## src/rtl/hpt_pkg.sv

```systemverilog
package hpt_pkg;

    typedef enum logic [1:0] {
        ACC_LOAD  = 2'd0,
        ACC_STORE = 2'd1,
        ACC_FETCH = 2'd2
    } acc_e;

    typedef enum logic [2:0] {
        ST_IDLE = 3'd0,
        ST_REQ  = 3'd1,
        ST_WAIT = 3'd2,
        ST_WB   = 3'd3,
        ST_FIN  = 3'd4
    } walk_st_e;

    localparam logic [31:0] CODE_NOT_FOUND = 32'h4000_0000;
    localparam logic [31:0] CODE_IS_STORE  = 32'h0200_0000;

endpackage

```

## src/rtl/hpt_hash.sv

```systemverilog
module hpt_hash #(
    parameter int AW        = 64,
    parameter int VSID_W    = 50,
    parameter int SMALL_PG  = 12,
    parameter int LARGE_PG  = 24,
    parameter int SEG_SMALL = 28,
    parameter int SEG_LARGE = 40,
    parameter int XOR_SHIFT = 25,
    parameter int GRP_SHIFT = 7,
    parameter int CMP_LO    = 7,
    parameter int AVPN_LO   = 23
) (
    input  logic [AW-1:0]         ea,
    input  logic [VSID_W-1:0]     vsid,
    input  logic                  seg_1t,
    input  logic                  seg_large,
    input  logic [AW-1:0]         tbl_mask,
    output logic [AW-1:0]         grp_pri,
    output logic [AW-1:0]         grp_sec,
    output logic [AW-CMP_LO-1:0]  cmp_val,
    output logic [AW-1:0]         pg_mask
);
    localparam int CMP_W = AW - CMP_LO;
    localparam int PN_W  = CMP_W - 1 - VSID_W;
    localparam logic [AW-1:0] SEGM_S = {{(AW-SEG_SMALL){1'b0}}, {SEG_SMALL{1'b1}}};
    localparam logic [AW-1:0] SEGM_L = {{(AW-SEG_LARGE){1'b0}}, {SEG_LARGE{1'b1}}};
    localparam logic [AW-1:0] PGM_S  = {{(AW-SMALL_PG){1'b0}}, {SMALL_PG{1'b1}}};
    localparam logic [AW-1:0] PGM_L  = {{(AW-LARGE_PG){1'b0}}, {LARGE_PG{1'b1}}};

    logic [AW-1:0] seg_off;
    logic [AW-1:0] pn;
    logic [AW-1:0] vs;
    logic [AW-1:0] hash;

    always_comb begin
        seg_off = ea & (seg_1t ? SEGM_L : SEGM_S);
        pg_mask = seg_large ? PGM_L : PGM_S;
        pn      = seg_large ? (seg_off >> LARGE_PG) : (seg_off >> SMALL_PG);
        vs      = AW'(vsid);
        // the 1 TB form folds in a shifted copy of the VSID
        hash    = vs ^ pn ^ (seg_1t ? (vs << XOR_SHIFT) : '0);
        // primary and complemented group offsets
        grp_pri = (hash << GRP_SHIFT) & tbl_mask;
        grp_sec = ((~hash) << GRP_SHIFT) & tbl_mask;
        // compare value
        cmp_val = {seg_1t, vsid, seg_off[AVPN_LO +: PN_W]};
    end
endmodule

```

## src/rtl/hpt_entry_chk.sv

```systemverilog
module hpt_entry_chk #(
    parameter int AW      = 64,
    parameter int CMP_LO  = 7,
    parameter int VLD_BIT = 0,
    parameter int SEC_BIT = 1,
    parameter int REF_BIT = 8,
    parameter int CHG_BIT = 7
) (
    input  logic [AW-1:0]         w0,
    input  logic [AW-1:0]         w1,
    input  logic [AW-CMP_LO-1:0]  cmp_val,
    input  logic                  pass,
    input  logic                  is_store,
    input  logic [AW-1:0]         ea,
    input  logic [AW-1:0]         pg_mask,
    output logic                  match,
    output logic [AW-1:0]         w1_new,
    output logic                  need_wb,
    output logic [AW-1:0]         ra
);
    localparam logic [AW-1:0] CMP_MASK = {{(AW-CMP_LO){1'b1}}, {CMP_LO{1'b0}}};
    localparam logic [AW-1:0] REF_M    = AW'(1) << REF_BIT;
    localparam logic [AW-1:0] CHG_M    = AW'(1) << CHG_BIT;

    logic cmp_eq;

    always_comb begin
        cmp_eq  = ((w0 ^ {cmp_val, {CMP_LO{1'b0}}}) & CMP_MASK) == '0;
        // valid, pass bit and compare field
        match   = w0[VLD_BIT] && (w0[SEC_BIT] == pass) && cmp_eq;
        // referenced always, changed only for stores
        w1_new  = w1 | REF_M | (is_store ? CHG_M : '0);
        need_wb = (w1_new != w1);
        // page frame from the entry, page offset from the address
        ra      = (w1 & ~pg_mask) | (ea & pg_mask);
    end
endmodule

```

## src/rtl/hpt_walker.sv

```systemverilog
module hpt_walker
    import hpt_pkg::*;
#(
    parameter int AW         = 64,
    parameter int VSID_W     = 50,
    parameter int GRP_ENT    = 8,
    parameter int ENT_BYTES  = 16,
    parameter int REAL_TOP   = 4
) (
    input  logic              clk,
    input  logic              rst_n,
    input  logic              start,
    input  logic [1:0]        acc_kind,
    input  logic              xlate_i,
    input  logic              xlate_d,
    input  logic [AW-1:0]     ea,
    input  logic [VSID_W-1:0] seg_vsid,
    input  logic              seg_1t,
    input  logic              seg_large,
    input  logic [AW-1:0]     tbl_base,
    input  logic [AW-1:0]     tbl_mask,
    output logic              mem_valid,
    output logic              mem_we,
    output logic [AW-1:0]     mem_addr,
    output logic [AW-1:0]     mem_wdata,
    input  logic              mem_ready,
    input  logic              mem_rvalid,
    input  logic [2*AW-1:0]   mem_rdata,
    output logic              done,
    output logic              hit,
    output logic [AW-1:0]     real_addr,
    output logic              wr_ok,
    output logic [AW-1:0]     pte_w0,
    output logic [AW-1:0]     pte_w1,
    output logic [AW-1:0]     pte_off,
    output logic [31:0]       fault_code,
    output logic [AW-1:0]     fault_addr
);
    localparam int IDX_W     = $clog2(GRP_ENT);
    localparam int ENT_SHIFT = $clog2(ENT_BYTES);
    localparam int GRP_SHIFT = $clog2(GRP_ENT * ENT_BYTES);
    localparam int CMP_LO    = 7;
    localparam int CMP_W     = AW - CMP_LO;
    localparam logic [IDX_W-1:0] LAST_IDX = IDX_W'(GRP_ENT - 1);
    localparam logic [AW-1:0] W1_OFF   = AW'(AW / 8);
    localparam logic [AW-1:0] REAL_MSK = {{REAL_TOP{1'b0}}, {(AW-REAL_TOP){1'b1}}};

    typedef struct packed {
        walk_st_e          st;
        logic [1:0]        kind;
        logic [AW-1:0]     ea;
        logic [VSID_W-1:0] vsid;
        logic              s1t;
        logic              slg;
        logic [AW-1:0]     base;
        logic [AW-1:0]     mask;
        logic              pass;
        logic [IDX_W-1:0]  idx;
        logic              bypass;
        logic              hit;
        logic              wr_ok;
        logic [AW-1:0]     ra;
        logic [AW-1:0]     off;
        logic [AW-1:0]     faddr;
        logic [AW-1:0]     w0;
        logic [AW-1:0]     w1;
        logic [31:0]       code;
    } regs_t;

    regs_t r_d, r_q;

    logic [AW-1:0]    grp_pri, grp_sec, pg_mask, grp_cur, ent_off;
    logic [CMP_W-1:0] cmp_val;
    logic             match, need_wb, is_store, bypass_now;
    logic [AW-1:0]    w1_new, ra_c, word0, word1;

    hpt_hash #(
        .AW(AW), .VSID_W(VSID_W), .GRP_SHIFT(GRP_SHIFT), .CMP_LO(CMP_LO)
    ) hash_i (
        .ea(r_q.ea), .vsid(r_q.vsid), .seg_1t(r_q.s1t), .seg_large(r_q.slg),
        .tbl_mask(r_q.mask), .grp_pri(grp_pri), .grp_sec(grp_sec),
        .cmp_val(cmp_val), .pg_mask(pg_mask)
    );

    assign word0    = mem_rdata[AW-1:0];
    assign word1    = mem_rdata[2*AW-1:AW];
    assign is_store = (r_q.kind == ACC_STORE);

    hpt_entry_chk #(.AW(AW), .CMP_LO(CMP_LO)) chk_i (
        .w0(word0), .w1(word1), .cmp_val(cmp_val), .pass(r_q.pass),
        .is_store(is_store), .ea(r_q.ea), .pg_mask(pg_mask),
        .match(match), .w1_new(w1_new), .need_wb(need_wb), .ra(ra_c)
    );

    always_comb begin
        r_d        = r_q;
        grp_cur    = r_q.pass ? grp_sec : grp_pri;
        ent_off    = grp_cur + {{(AW-IDX_W-ENT_SHIFT){1'b0}}, r_q.idx, {ENT_SHIFT{1'b0}}};
        bypass_now = (acc_kind == ACC_FETCH) ? !xlate_i : !xlate_d;

        mem_valid  = (r_q.st == ST_REQ) || (r_q.st == ST_WB);
        mem_we     = (r_q.st == ST_WB);
        mem_addr   = r_q.base + ((r_q.st == ST_WB) ? (r_q.off + W1_OFF) : ent_off);
        mem_wdata  = r_q.w1;

        unique case (r_q.st)
            ST_IDLE: begin
                if (start) begin
                    r_d.kind   = acc_kind;
                    r_d.ea     = ea;
                    r_d.vsid   = seg_vsid;
                    r_d.s1t    = seg_1t;
                    r_d.slg    = seg_large;
                    r_d.base   = tbl_base;
                    r_d.mask   = tbl_mask;
                    r_d.pass   = 1'b0;
                    r_d.idx    = '0;
                    r_d.bypass = bypass_now;
                    if (bypass_now) begin
                        // relocation off
                        r_d.hit   = 1'b1;
                        r_d.wr_ok = 1'b1;
                        r_d.ra    = ea & REAL_MSK;
                        r_d.off   = '0;
                        r_d.w0    = '0;
                        r_d.w1    = '0;
                        r_d.code  = '0;
                        r_d.faddr = '0;
                        r_d.st    = ST_FIN;
                    end else begin
                        r_d.st    = ST_REQ;
                    end
                end
            end
            ST_REQ: begin
                if (mem_ready) r_d.st = ST_WAIT;
            end
            ST_WAIT: begin
                if (mem_rvalid) begin
                    if (match) begin
                        r_d.hit   = 1'b1;
                        r_d.wr_ok = is_store;
                        r_d.ra    = ra_c;
                        r_d.off   = ent_off;
                        r_d.w0    = word0;
                        r_d.w1    = w1_new;
                        r_d.code  = '0;
                        r_d.faddr = '0;
                        r_d.st    = need_wb ? ST_WB : ST_FIN;
                    end else if (r_q.idx != LAST_IDX) begin
                        r_d.idx   = r_q.idx + 1'b1;
                        r_d.st    = ST_REQ;
                    end else if (!r_q.pass) begin
                        r_d.pass  = 1'b1;              // second pass
                        r_d.idx   = '0;
                        r_d.st    = ST_REQ;
                    end else begin
                        // both passes missed
                        r_d.hit   = 1'b0;
                        r_d.wr_ok = 1'b0;
                        r_d.ra    = '0;
                        r_d.off   = '0;
                        r_d.w0    = '0;
                        r_d.w1    = '0;
                        r_d.code  = is_store ? (CODE_NOT_FOUND | CODE_IS_STORE) : CODE_NOT_FOUND;
                        r_d.faddr = (r_q.kind == ACC_FETCH) ? '0 : r_q.ea;
                        r_d.st    = ST_FIN;
                    end
                end
            end
            ST_WB: begin
                if (mem_ready) r_d.st = ST_FIN;
            end
            ST_FIN: begin
                r_d.st = ST_IDLE;
            end
            default: r_d.st = ST_IDLE;
        endcase
    end

    always_ff @(posedge clk) begin
        if (!rst_n) r_q <= '0;
        else        r_q <= r_d;
    end

    assign done       = (r_q.st == ST_FIN);
    assign hit        = r_q.hit;
    assign real_addr  = r_q.ra;
    assign wr_ok      = r_q.wr_ok;
    assign pte_w0     = r_q.w0;
    assign pte_w1     = r_q.w1;
    assign pte_off    = r_q.off;
    assign fault_code = r_q.code;
    assign fault_addr = r_q.faddr;


    mem_hold_chk: assert property (@(posedge clk) disable iff (!rst_n)
        (mem_valid && !mem_ready) |=> (mem_valid && $stable(mem_addr) && $stable(mem_we)));


    done_pulse_chk: assert property (@(posedge clk) disable iff (!rst_n)
        done |=> !done);


    wb_ref_set_chk: assert property (@(posedge clk) disable iff (!rst_n)
        (mem_valid && mem_we) |-> (mem_wdata[8] && (mem_addr[ENT_SHIFT-1:0] == ENT_SHIFT'(W1_OFF))));


    wr_ok_store_chk: assert property (@(posedge clk) disable iff (!rst_n)
        (done && wr_ok) |-> (r_q.bypass || (r_q.kind == ACC_STORE)));


    miss_code_chk: assert property (@(posedge clk) disable iff (!rst_n)
        (done && !hit) |-> (fault_code[30] && !r_q.bypass));


    bypass_no_mem_chk: assert property (@(posedge clk) disable iff (!rst_n)
        (done && r_q.bypass) |-> (hit && real_addr[AW-1 -: REAL_TOP] == '0));
endmodule

```

## config.mk

```make
export PLATFORM = sky130hd
export DESIGN_NAME = hpt_walker
export DESIGN_NICKNAME = d
export VERILOG_FILES = /design/src/rtl/hpt_pkg.sv /design/src/rtl/hpt_hash.sv /design/src/rtl/hpt_entry_chk.sv /design/src/rtl/hpt_walker.sv
export SDC_FILE = /design/constraint.sdc
export NUM_CORES = 1
export LEC_CHECK = 0
export BUFFER_PORTS_ARGS = -buffer_cell sky130_fd_sc_hd__buf_2
export CORE_AREA = 10 10 328 330
export DETAILED_ROUTE_END_ITERATION = 6
export DIE_AREA = 0 0 338 340
export PLACE_DENSITY = 0.47
export SLEW_MARGIN = 0
export SYNTH_ARGS = -nofsm -noshare
export SYNTH_HDL_FRONTEND = slang
export SYNTH_SLANG_ARGS = --single-unit
```

## constraint.sdc

```tcl
create_clock -name clk -period 7.62 [get_ports clk]
set_clock_uncertainty 0.15 [all_clocks]
set_input_delay 1.524 -clock clk [delete_from_list [all_inputs] [get_ports clk]]
set_output_delay 1.524 -clock clk [all_outputs]
set_load 0.005 [all_outputs]
```

**Yosys cells after proc, flatten, opt, wreduce, memory -nomap -nowiden**

Index checks and enable logic that the tools add are counted.

- Register bits: 608
- Output and inout bits: 485
- Word-level logic and storage cells: 100

- Eq/ne operators: 20
- Muxes and demuxes: 32
- Bitwise operators: 12
- Add/subtract/negate cells: 4
- Reduce and logical (&&, ||, !) cells: 13

Operator list:

| cell | count |
|---|---|
| $mux W354 | 5 |
| $pmux W354 S2 | 1 |
| $mux W608 | 1 |
| $and A64 B64 Y64 | 4 |
| $mux W64 | 3 |
| $or A64 B64 Y64 | 2 |
| $add A64 B4 Y64 const B | 1 |
| $add A64 B64 Y64 | 1 |
| $add A64 B7 Y64 | 1 |
| $and A64 B24 Y64 | 1 |
| $logic_not A64 Y1 | 1 |
| $ne A64 B64 Y1 | 1 |
| $not A24 Y64 | 1 |
| $xor A64 B64 Y64 | 1 |
| $mux W57 | 1 |
| $not A57 Y57 | 1 |
| $xor A57 B57 Y57 | 1 |
| $mux W52 | 1 |
| $xor A50 B52 Y52 | 1 |
| $mux W40 | 1 |
| $mux W3 | 10 |
| $mux W26 | 1 |
| $mux W24 | 1 |
| $ne A2 B2 Y1 const B | 6 |
| 24 further kinds | 33 |

**Logic depth before layout (Yosys ltp)**

Gate-level depths: netlist of the first run.

- Depth after elaboration: 12
- Gate-level depth with buffers: 20

**Modules after synthesis**

A second synthesis of the first run with hierarchy kept.

- Cell total of the unflattened synthesis: 4447
- Area total of the unflattened synthesis: 36507.5 µm²

By module, submodules not included:

| module | instances | cells an instance | area each (µm²) |
|---|---|---|---|
| hpt_walker | 1 | 3818 | 31805.5 |
| hpt_hash | 1 | 401 | 2786.4 |
| hpt_entry_chk | 1 | 228 | 1915.6 |

**Worst setup path after synthesis of the first run**

Ideal clock, no wire load.

- Path kind: reg2out
- From: reg r_q[358] (netlist bit)
- To: out mem_addr[63]
- Data arrival time: 4.161 ns
- Slack: 1.785 ns
- Path buffers: 3
- Stages on the path, launching flop included: 19
- Cell sequence: dfxtp_1 > clkbuf_1 > buf_1 > buf_1 > xor2_1 > xnor2_1 > nand2_1 > o21ai_0 > ha_1 > a21oi_1 > nand2_1 > a211o_1 > a21o_1 > o31a_1 > o21ai_1 > a41oi_1 > o31ai_2 > o31ai_1 > xnor2_1

- Word-level cells in the longest chain between the ends: 4

Ends and longest elaborated chain:

| element | RTL line | text |
|---|---|---|
| start: declaration | hpt_walker.sv:70 | `regs_t r_d, r_q;` |
| start signal: assignment | hpt_walker.sv:183 | `else r_q <= r_d;` |
| $mux W64 | hpt_walker.sv:97 | `grp_cur = r_q.pass ? grp_sec : grp_pri;` |
| $add A64 B7 Y64 | hpt_walker.sv:98 | `ent_off = grp_cur + {{(AW-IDX_W-ENT_SHIFT){1'b0}}, r_q.idx, {ENT_SHIFT{1'b0}}};` |
| $mux W64 | hpt_walker.sv:103 | `mem_addr = r_q.base + ((r_q.st == ST_WB) ? (r_q.off + W1_OFF) : ent_off);` |
| $add A64 B64 Y64 | hpt_walker.sv:103 |  |
| end: declaration | hpt_walker.sv:24 | `output logic [AW-1:0] mem_addr,` |

No other way between the ends.

**Worst setup path after layout of the first run**

- From: reg r_q[487] (netlist bit)
- To: out mem_addr[57]

- Word-level cells in the longest chain between the ends: 9

Ends and longest elaborated chain:

| element | RTL line | text |
|---|---|---|
| $mux W52 (*) | hpt_hash.sv:38 | `pn = seg_large ? (seg_off >> LARGE_PG) : (seg_off >> SMALL_PG);` |
| $xor A50 B52 Y52 (*) | hpt_hash.sv:41 | `hash = vs ^ pn ^ (seg_1t ? (vs << XOR_SHIFT) : '0);` |
| $xor A57 B57 Y57 (*) | hpt_hash.sv:41 |  |
| $not A57 Y57 | hpt_hash.sv:44 | `grp_sec = ((~hash) << GRP_SHIFT) & tbl_mask;` |
| $and A64 B64 Y64 | hpt_hash.sv:44 |  |
| $mux W64 (*) | hpt_walker.sv:97 |  |
| $add A64 B7 Y64 (*) | hpt_walker.sv:98 |  |
| $mux W64 (*) | hpt_walker.sv:103 |  |
| $add A64 B64 Y64 (*) | hpt_walker.sv:103 |  |

Mark *: on every way between the ends. The rest lies on a longest branch, timed or not.

==> results of run 1 <==
==> synthesized netlist by cell type, types with 11 or more instances <==
master and number:
a21boi_0 278, a21o_1 33, a21oi_1 104, a221oi_1 62, a22o_1 89, a22oi_1 65, a31oi_1 12, and3_1 19
buf_2 26, buf_4 418, clkbuf_1 196, dfxtp_1 562, ha_1 65, inv_1 21, mux2_2 16, nand2_1 759
nand2b_1 14, nand3_1 53, nand4_1 25, nor2_1 103, nor2b_1 91, nor3_1 13, nor3b_1 63, o21ai_0 165
o21bai_1 11, xnor2_1 124, xor2_1 88
==> flip-flops by register name, summed over array words and instances (netlist names) <==
name,count
fault_addr,64
fault_code,2
pte_w0,64
hit,1
r_q,246
real_addr,64
wr_ok,1
mem_wdata,60
pte_off,60
==> power groups by stage <==
stage                     Combinational, mW  Clock, mW  Sequential [mW]
after detailed placement               1.74          0             3.43
after global routing                   1.90       3.66             3.39
after floorplan                        1.10          0             3.35
after CTS                              1.74       3.57             3.37
after global placement                 1.73          0             3.43
final                                  1.71       3.47             3.36
==> worst max-delay path, stage by stage, from the launching register on <==
cell and delay [ns]:
dfxtp_1 0.55, buf_4 0.39, nor2b_1 0.08, a21oi_1 0.24
xnor2_1 0.26, nand2_1 0.12, o21ai_0 0.19, ha_1 0.33
a21oi_1 0.29, nand2_1 0.13, a211o_1 0.30, a21o_1 0.22
o31a_1 0.32, o21ai_1 0.26, a41oi_1 0.25, o31ai_4 0.37
o21ai_1 0.11, xnor2_1 0.34, buf_2 0.19
==> stage by stage <==
stage / instance area [um2] / util
global route: 34500 / 0.341
floorplan: 29800 / -
finish: 34500 / 0.341
global placement: 32100 / 0.317
CTS: 34500 / 0.341
detailed placement: 32100 / 0.317
==> path summary, 6_finish.rpt <==
kind / slack (ns) / endpoint / startpoint
hold / removal: 0.30 / pte_w0[33]$_SDFFE_PN0P_ / pte_w0[33]$_SDFFE_PN0P_
hold reg to reg: 0.30 / pte_w0[33]$_SDFFE_PN0P_ / pte_w0[33]$_SDFFE_PN0P_
setup reg to reg: 3.07 / mem_wdata[7]$_SDFFE_PN0P_ / r_q[358]$_SDFFE_PN0P_
setup / recovery: 0.33 / mem_addr[57] / r_q[487]$_SDFFE_PN0P_
==> cells by family after synthesis <==
| kind of cell | share of synthesized area |
|---|---|
| xor+xnor | 0.0625 |
| fa+ha+maj | 0.0280 |
| compound gates | 0.205 |
| other cells | 0.000253 |
| simple gates | 0.177 |
| buf+inv | 0.141 |
| flops | 0.379 |
| mux | 0.00809 |
==> cell type report <==
cell class / count / area [um2] / share of cell area
antenna: 17 / 42.5 / 0.00123
clock buffer: 95 / 2030 / 0.0588
multi-input combinational: 2388 / 14500 / 0.419
inverter: 22 / 82.6 / 0.00239
timing repair buffer: 875 / 4600 / 0.133
tap: 1368 / 1710 / 0.0496
clock inverter: 32 / 338 / 0.00978
sequential: 562 / 11300 / 0.326
==> per-layer routing <==
| layer | up-vias | routed length (um) | track usage |
|---|---|---|---|
| met4 | 14 | 3230 | 0.0594 |
| met5 | - | 83 | 0 |
| li1 | 12451 | - | - |
| met1 | 12227 | 54300 | 0.267 |
| met2 | 864 | 60900 | 0.352 |
| met3 | 151 | 9690 | 0.0551 |
==> cell usage in the layout, fill, tap and decap left out, drive strengths merged, types with 38 or more instances in the layout <==
cell type | netlist | final
buf | 458 | 875
nand2 | 759 | 759
dfxtp | 562 | 562
a21boi | 279 | 279
o21ai | 170 | 170
xnor2 | 124 | 124
a21oi | 105 | 105
nor2 | 103 | 103
clkbuf | 196 | 95
nor2b | 91 | 91
a22o | 89 | 89
xor2 | 88 | 88
a22oi | 65 | 65
ha | 65 | 65
nor3b | 63 | 63
a221oi | 62 | 62
nand3 | 53 | 53
conb | 2 | 38
==> flow_metrics.env, run 1 <==
export IMPL_status="finished clean"
export IMPL_clockRootBuffer="clkbuf_16"
export IMPL_holdWs_ns=0.297
export IMPL_required_ns=5.95
export IMPL_critical_path_class="reg2out"
export IMPL_crit_arrival_ns=5.61
export IMPL_synth_flop_cell="dfxtp_1"
export IMPL_grt_pass1_wl_mm=180
export IMPL_preCtsSetupSlack_ns=0.908
export IMPL_total_power_mw=8.54
export IMPL_synth_edf_count=0
export IMPL_gr_total_overflow=0
export IMPL_ir_drop_mv=0.145
export IMPL_pwr_density_cell_mw_per_mm2=247
export IMPL_final_cells=5359
export IMPL_hold_depth=2
export IMPL_grt_pass1_vias=25381
export IMPL_yosysSeqAreaShare=0.379
export IMPL_postSynthCellCount=3590
export IMPL_ys_types=72
export IMPL_period_share=0.956
export IMPL_routed_wirelength_mm=128
export IMPL_grt_total_usage=0.212
export IMPL_rsz0062_at_grt="no"
export IMPL_clk_pin_slew_worst_paths_ns=0.06
export IMPL_power_leakage_nw=15.2
export IMPL_power_frac_comb=0.200
export IMPL_async_reset_ff_frac=0
export IMPL_tns_ns=0
export IMPL_synth_seq_cells=562
export IMPL_vias=25707
export IMPL_drive_above_1_share=0.260
export IMPL_internal_power_mw=5.79
export IMPL_relSlewSlack=0.229
export IMPL_clock_sinks=562
export IMPL_finalMaxSlewViolations=0
export IMPL_drc=0
export IMPL_syn_cell_area_mm2=0.0297
export IMPL_core_rowCount=117
export IMPL_avgSynthCellArea_um2=8.28
export IMPL_clockBufferDepth=3
export IMPL_final_nets=4368
export IMPL_ant_nets=0
export IMPL_hold_viol_final=0
export IMPL_synth_top_cell_area_share=0.379
export IMPL_die_y_um=340
export IMPL_gp_congestion=0.880
export IMPL_postCtsSetupBuffers=0
export IMPL_post_route_min_period_ns=7.29
export IMPL_netlist_top_cells_area="dfxtp_1 38%, buf_4 11%, nand2_1 9.6%"
export IMPL_synth_top_cell_by_area="dfxtp_1"
export IMPL_startpoint_type="register"
export IMPL_h_tree_depth=3
export IMPL_initial_core_util=0.294
export IMPL_port_buffers=824
export IMPL_setup_ws_ns=0.334
export IMPL_hp_class="reg2reg"
export IMPL_cp_max_fo=25
export IMPL_net_switching_power_mw=2.75
export IMPL_wl_per_cell_um=23.9
export IMPL_rr_worst_depth=12
export IMPL_seqPwrFrac=0.394
export IMPL_yosysWarnings=0
export IMPL_viasPerCell=4.80
export IMPL_dp_hpwl_mm=98.1
export IMPL_syn2layout_area_growth_pct=16.3
export IMPL_worstMarginPinSlew_ns=1.16
export IMPL_grt_max_degree=181
export IMPL_antenna_found_initial=31
export IMPL_post_cts_resized=0
export IMPL_p_sw_frac=0.322
export IMPL_chipWidth_um=338
export IMPL_maxCapViolations=0
export IMPL_dieArea_mm2=0.115
export IMPL_cts_buffers=72
export IMPL_setup_viol=0
export IMPL_core_region_area_mm2=0.101
export IMPL_fillerInstances=10842
export IMPL_cts_tree="built"
export IMPL_clk_latency_ns=0.65
export IMPL_dp_cells=5215
export IMPL_drt_first_pass_iters=5
export IMPL_cts_hold_buf=0
export IMPL_clock_fmax_ghz=0.137
export IMPL_end_kind="output port"
export IMPL_clkPwrFrac=0.406
export IMPL_drtIter0Drc=1684
export IMPL_io_pins=866
No activity file was read; power rests on OpenSTA's default activity.
==> run 2, diff against run 1 <==
- CORE_AREA: 10 10 328 330 -> 10 10 330 332
- DIE_AREA: 0 0 338 340 -> 0 0 340 342
==> run 2 against run 1 <==
Net effect:
- highest routed layer unchanged
- power increased by 2.5%
- worst setup slack improved by 0.082 ns
- largest power group unchanged
- die area increased by 1.2%
- sequential share of layout area decreased by 0.22 points
- routed wire length decreased by 1.1%
- hold slack improved by 0.0083 ns
- first-iteration DRC count increased by 1.2%
==> flow_metrics.env, run 2 (synthesis results as in run 1) <==
export IMPL_status="finished clean"
export IMPL_worstMarginPinSlew_ns=1.11
export IMPL_setup_ws_ns=0.416
export IMPL_postCtsSetupBuffers=0
export IMPL_io_pins=866
export IMPL_multiInputGateArea_mm2=0.0145
export IMPL_power_leakage_nw=15.3
export IMPL_core_rowCount=118
export IMPL_h_tree_depth=3
export IMPL_post_route_min_period_ns=7.20
export IMPL_required_ns=5.95
export IMPL_setup_viol=0
export IMPL_drive_above_1_share=0.261
export IMPL_final_nets=4375
export IMPL_final_cells=5387
export IMPL_cp_max_fo=11
export IMPL_period_share=0.945
export IMPL_crit_cells=16
export IMPL_clockRootBuffer="clkbuf_16"
export IMPL_port_buffers=824
export IMPL_die_y_um=342
export IMPL_crit_slowest_cell="xnor2_1"
export IMPL_viasPerCell=4.74
export IMPL_relSlewSlack=0.259
export IMPL_crit_chain="and2_1 > a21oi_1 > xnor2_1 > nand2_1 > o21ai_0 > ha_1 > and3_1 > a211o_1 > a21o_1 > o31a_1 > o21ai_1 > a41oi_1 > o31ai_2 > o31ai_2 > xnor2_1 > buf_2"
export IMPL_largest_reg_flops=246
export IMPL_fin_util=0.339
export IMPL_cts_hold_buf=0
export IMPL_cts_buffers=73
export IMPL_fillerInstances=11039
export IMPL_chipWidth_um=340
export IMPL_cts_tree="built"
export IMPL_critical_path_class="reg2out"
export IMPL_top_register="r_q"
export IMPL_pwr_density_cell_mw_per_mm2=252
export IMPL_post_cts_resized=0
export IMPL_postPlaceCellArea_mm2=0.0322
export IMPL_maxCapViolations=0
export IMPL_hold_viol_final=0
export IMPL_gr_total_overflow=0
export IMPL_slowest_delay_ns=0.56
export IMPL_dp_cells=5233
export IMPL_hp_class="reg2reg"
export IMPL_grt_total_usage=0.206
export IMPL_drt_first_pass_iters=5
export IMPL_finalMaxSlewViolations=0
export IMPL_final_common_cell="buf_2"
export IMPL_routed_wirelength_mm=127
export IMPL_critPathBufInv=1
export IMPL_dp_hpwl_mm=97.3
export IMPL_vias=25555
export IMPL_rr_worst_depth=11
export IMPL_layout_common_cells="823 x buf_2, 758 x nand2_1, 559 x dfxtp_1, 278 x a21boi_0, 165 x o21ai_0"
export IMPL_startpoint_type="register"
export IMPL_seq_area_mm2=0.0113
export IMPL_drc=0
export IMPL_stdcell_area_mm2=0.0348
export IMPL_wl_per_cell_um=23.5
export IMPL_initial_core_util=0.290
export IMPL_clock_sinks=562
export IMPL_crit_arrival_ns=5.53
export IMPL_ir_drop_mv=0.166
export IMPL_grt_pass1_vias=25203
export IMPL_syn2layout_area_growth_pct=17.1
export IMPL_hold_depth=2
export IMPL_preCtsSetupSlack_ns=1.07
export IMPL_critical_path_top_delay_family="compound AO/OA/AOI/OAI gates"
export IMPL_gp_congestion=0.906
export IMPL_clock_fmax_ghz=0.139
export IMPL_clk_latency_ns=0.64
export IMPL_rsz0062_at_grt="no"
export IMPL_clockBufferDepth=3
export IMPL_holdWs_ns=0.305
export IMPL_ant_nets=0
export IMPL_clk_pin_slew_worst_paths_ns=0.06
export IMPL_end_kind="output port"
export IMPL_dieArea_mm2=0.116
export IMPL_grt_pass1_wl_mm=179
export IMPL_grt_max_degree=171
export IMPL_tns_ns=0
export IMPL_total_power_mw=8.75
export IMPL_antenna_found_initial=37
export IMPL_core_region_area_mm2=0.103
export IMPL_drtIter0Drc=1705
[run 2: per-layer routing]
| metal | wire length, um | up-vias | track usage |
|---|---|---|---|
| met5 | 98 | - | 0 |
| met4 | 3510 | 16 | 0.0658 |
| met3 | 9070 | 174 | 0.0534 |
| met2 | 59500 | 844 | 0.338 |
| met1 | 54600 | 12055 | 0.260 |
| li1 | - | 12466 | - |
[run 2: final cells by class]
type | count | share of cell area
well taps | 1380 | 0.0496
flip-flops and latches | 562 | 0.324
clock buffers | 113 | 0.0647
clock inverters | 21 | 0.00907
multi-input cells | 2388 | 0.416
repair buffers | 881 | 0.133
inverters | 22 | 0.00237
diodes | 20 | 0.00144
[run 2: worst paths after layout]
check | startpoint | endpoint | slack (ns)
max | r_q[488]$_SDFFE_PN0P_ | mem_addr[63] | 0.42
min | pte_w0[33]$_SDFFE_PN0P_ | pte_w0[33]$_SDFFE_PN0P_ | 0.31
max reg2reg | r_q[358]$_SDFFE_PN0P_ | pte_w0[15]$_SDFFE_PN0P_ | 3.05
min reg2reg | pte_w0[33]$_SDFFE_PN0P_ | pte_w0[33]$_SDFFE_PN0P_ | 0.31
[run 2: where the power goes]
| part | internal, mW | switching (mW) |
|---|---|---|
| sequential | 3.17 | 0.183 |
| combinational | 0.598 | 1.13 |
| clock | 2.25 | 1.43 |
[run 2: worst min-delay path: stages, from the launching register on]
cell and delay (ns):
dfxtp_1 0.32, nand2_1 0.05, o21ai_0 0.06
==> run 3, diff against run 2 <==
- PLACE_DENSITY: 0.47 -> unset
- clock period: 7.62 -> 9.3 ns (I/O delays scaled with it)
==> run 3 against run 2 <==
Net effect:
- register-to-register slack improved by 0.79 ns
- routed wire length rose by 1.0%
- power fell by 19%
- hold slack got worse by 0.0039 ns
- largest cell class unchanged
- highest routed layer unchanged
==> flow_metrics.env, run 3 (synthesis results as in run 1) <==
export IMPL_layout_common_cells="823 x buf_2, 758 x nand2_1, 559 x dfxtp_1, 278 x a21boi_0, 165 x o21ai_0"
export IMPL_core_rowCount=118
export IMPL_port_buffers=824
export IMPL_cts_hold_buf=0
export IMPL_core_region_area_mm2=0.103
export IMPL_drt_first_pass_iters=5
export IMPL_rr_startpoint="r_q[358]$_SDFFE_PN0P_"
export IMPL_r2r_slack_ns=3.84
export IMPL_finalMaxSlewViolations=0
export IMPL_period_share=0.866
export IMPL_clockRootBuffer="clkbuf_16"
export IMPL_crit_arrival_ns=6.04
export IMPL_startpoint="r_q[488]$_SDFFE_PN0P_"
export IMPL_syn2layout_area_growth_pct=15.7
export IMPL_min_from="pte_w0[33]$_SDFFE_PN0P_"
export IMPL_pwr_density_cell_mw_per_mm2=205
export IMPL_cp_common_cell="o21ai_0"
export IMPL_ant_nets=0
export IMPL_grt_total_usage=0.208
export IMPL_clk_pin_slew_worst_paths_ns=0.06
export IMPL_post_cts_resized=0
export IMPL_vias=25981
export IMPL_rsz0062_at_grt="no"
export IMPL_clock_fmax_ghz=0.124
export IMPL_grt_pass1_vias=25492
export IMPL_tns_ns=0
export IMPL_worstMarginPinSlew_ns=1.14
export IMPL_multiInputGateArea_mm2=0.0145
export IMPL_post_route_min_period_ns=8.05
export IMPL_viasPerCell=4.86
export IMPL_final_common_cell="buf_2"
export IMPL_final_cells=5346
export IMPL_fillerInstances=10933
export IMPL_largest_reg_flops=246
export IMPL_antenna_found_initial=21
export IMPL_initial_core_util=0.290
export IMPL_critical_path_top_delay_family="compound AO/OA/AOI/OAI gates"
export IMPL_end_kind="output port"
export IMPL_postCtsSetupBuffers=0
export IMPL_ir_drop_mv=0.132
export IMPL_clockBufferDepth=3
export IMPL_startpoint_type="register"
export IMPL_hp_class="reg2reg"
export IMPL_cts_buffers=69
export IMPL_die_y_um=342
export IMPL_power_leakage_nw=15.1
export IMPL_gr_total_overflow=0
export IMPL_grt_max_degree=166
export IMPL_final_nets=4348
export IMPL_seq_area_mm2=0.0113
export IMPL_dp_hpwl_mm=99.1
export IMPL_hold_depth=2
export IMPL_crit_chain="buf_4 > nor2b_1 > a21oi_1 > o21ai_0 > o21ai_0 > ha_1 > nand2_1 > o21ai_0 > nor2_1 > nor4b_1 > o31a_1 > o21ai_1 > a41oi_1 > o31ai_2 > o31ai_1 > xnor2_1 > buf_2"
export IMPL_dp_cells=5210
export IMPL_routed_wirelength_mm=128
export IMPL_hold_end="pte_w0[33]$_SDFFE_PN0P_"
export IMPL_drive_above_1_share=0.255
export IMPL_r2r_end="mem_wdata[7]$_SDFFE_PN0P_"
export IMPL_slowest_delay_ns=0.75
export IMPL_status="finished clean"
export IMPL_clock_sinks=562
export IMPL_cp_max_fo=39
export IMPL_clk_latency_ns=0.65
export IMPL_total_power_mw=7.06
export IMPL_setup_viol=0
export IMPL_grt_pass1_wl_mm=180
export IMPL_drtIter0Drc=1872
export IMPL_wl_per_cell_um=24.0
export IMPL_hold_viol_final=0
export IMPL_crit_slowest_cell="nor2b_1"
export IMPL_rr_worst_depth=12
export IMPL_chipWidth_um=340
export IMPL_top_register="r_q"
export IMPL_io_pins=866
export IMPL_critical_path_class="reg2out"
export IMPL_gp_congestion=0.906
export IMPL_drc=0
export IMPL_relSlewSlack=0.239
export IMPL_dieArea_mm2=0.116
export IMPL_h_tree_depth=3
export IMPL_cts_tree="built"
export IMPL_critPathBufInv=2
export IMPL_maxCapViolations=0
export IMPL_required_ns=7.29
run 3: cell count changes in the layout (fill, tap and decap cells not counted), moves of 2 or more:
| cell | change |
|---|---|
| buf_4 | -20 |
| diode_2 | -8 |
| clkbuf_8 | -7 |
| clkbuf_16 | -5 |
| buf_12 | -3 |
| clkbuf_1 | -3 |
| clkinv_8 | -3 |
| inv_16 | +3 |
| inv_6 | +3 |
| clkinv_2 | +2 |
run 3: worst register-to-register path: cells and delay by family, from the launching register on:
family	cells	cell delay, ns
simple gates	6	2.07
buf+inv	3	1.66
flops	1	0.85
compound gates	2	0.51
xor+xnor	1	0.15
run 3: routing by layer:
metal / wire length (um) / global-route usage / vias up
met5: 72 / 0 / -
met4: 3630 / 0.0670 / 10
met3: 8530 / 0.0440 / 162
met2: 61400 / 0.351 / 957
met1: 54500 / 0.261 / 12459
li1: - / - / 12393
run 3: worst max path at each step:
| stage | to | slack [ns] | cells past startpoint |
|---|---|---|---|
| after floorplan | mem_addr[63] | 3.13 | 18 |
| after global placement | mem_addr[63] | 1.91 | 17 |
| after detailed placement | mem_addr[63] | 1.92 | 17 |
| after CTS | mem_addr[63] | 1.14 | 17 |
| after global routing | mem_addr[63] | 0.67 | 17 |
| final | mem_addr[63] | 1.25 | 17 |
run 3: layout make-up:
class | count | share of cell area
clock buffers | 98 | 0.0587
repair buffers | 858 | 0.128
flip-flops and latches | 562 | 0.328
clock inverters | 26 | 0.0106
inverters | 22 | 0.00240
multi-input cells | 2388 | 0.421
diodes | 12 | 0.000874
well taps | 1380 | 0.0503
run 3: per-stage QoR:
stage	instance area [um2]	setup slack, ns	utilization	hold WS (ns)
finish	34400	1.25	0.335	0.301
global route	34300	0.675	0.335	0.322
CTS	34300	1.14	0.335	0.305
detailed placement	31900	1.92	0.311	0.292
global placement	31900	1.91	0.311	0.283
floorplan	29800	3.13	-	0.276
run 3: power by group:
group / internal (mW) / switching [mW] / total, mW / leakage, nW
Clock: 1.70 / 1.18 / 2.88 / 1.17
Sequential: 2.59 / 0.189 / 2.78 / 4.58
Combinational: 0.474 / 0.916 / 1.39 / 9.37
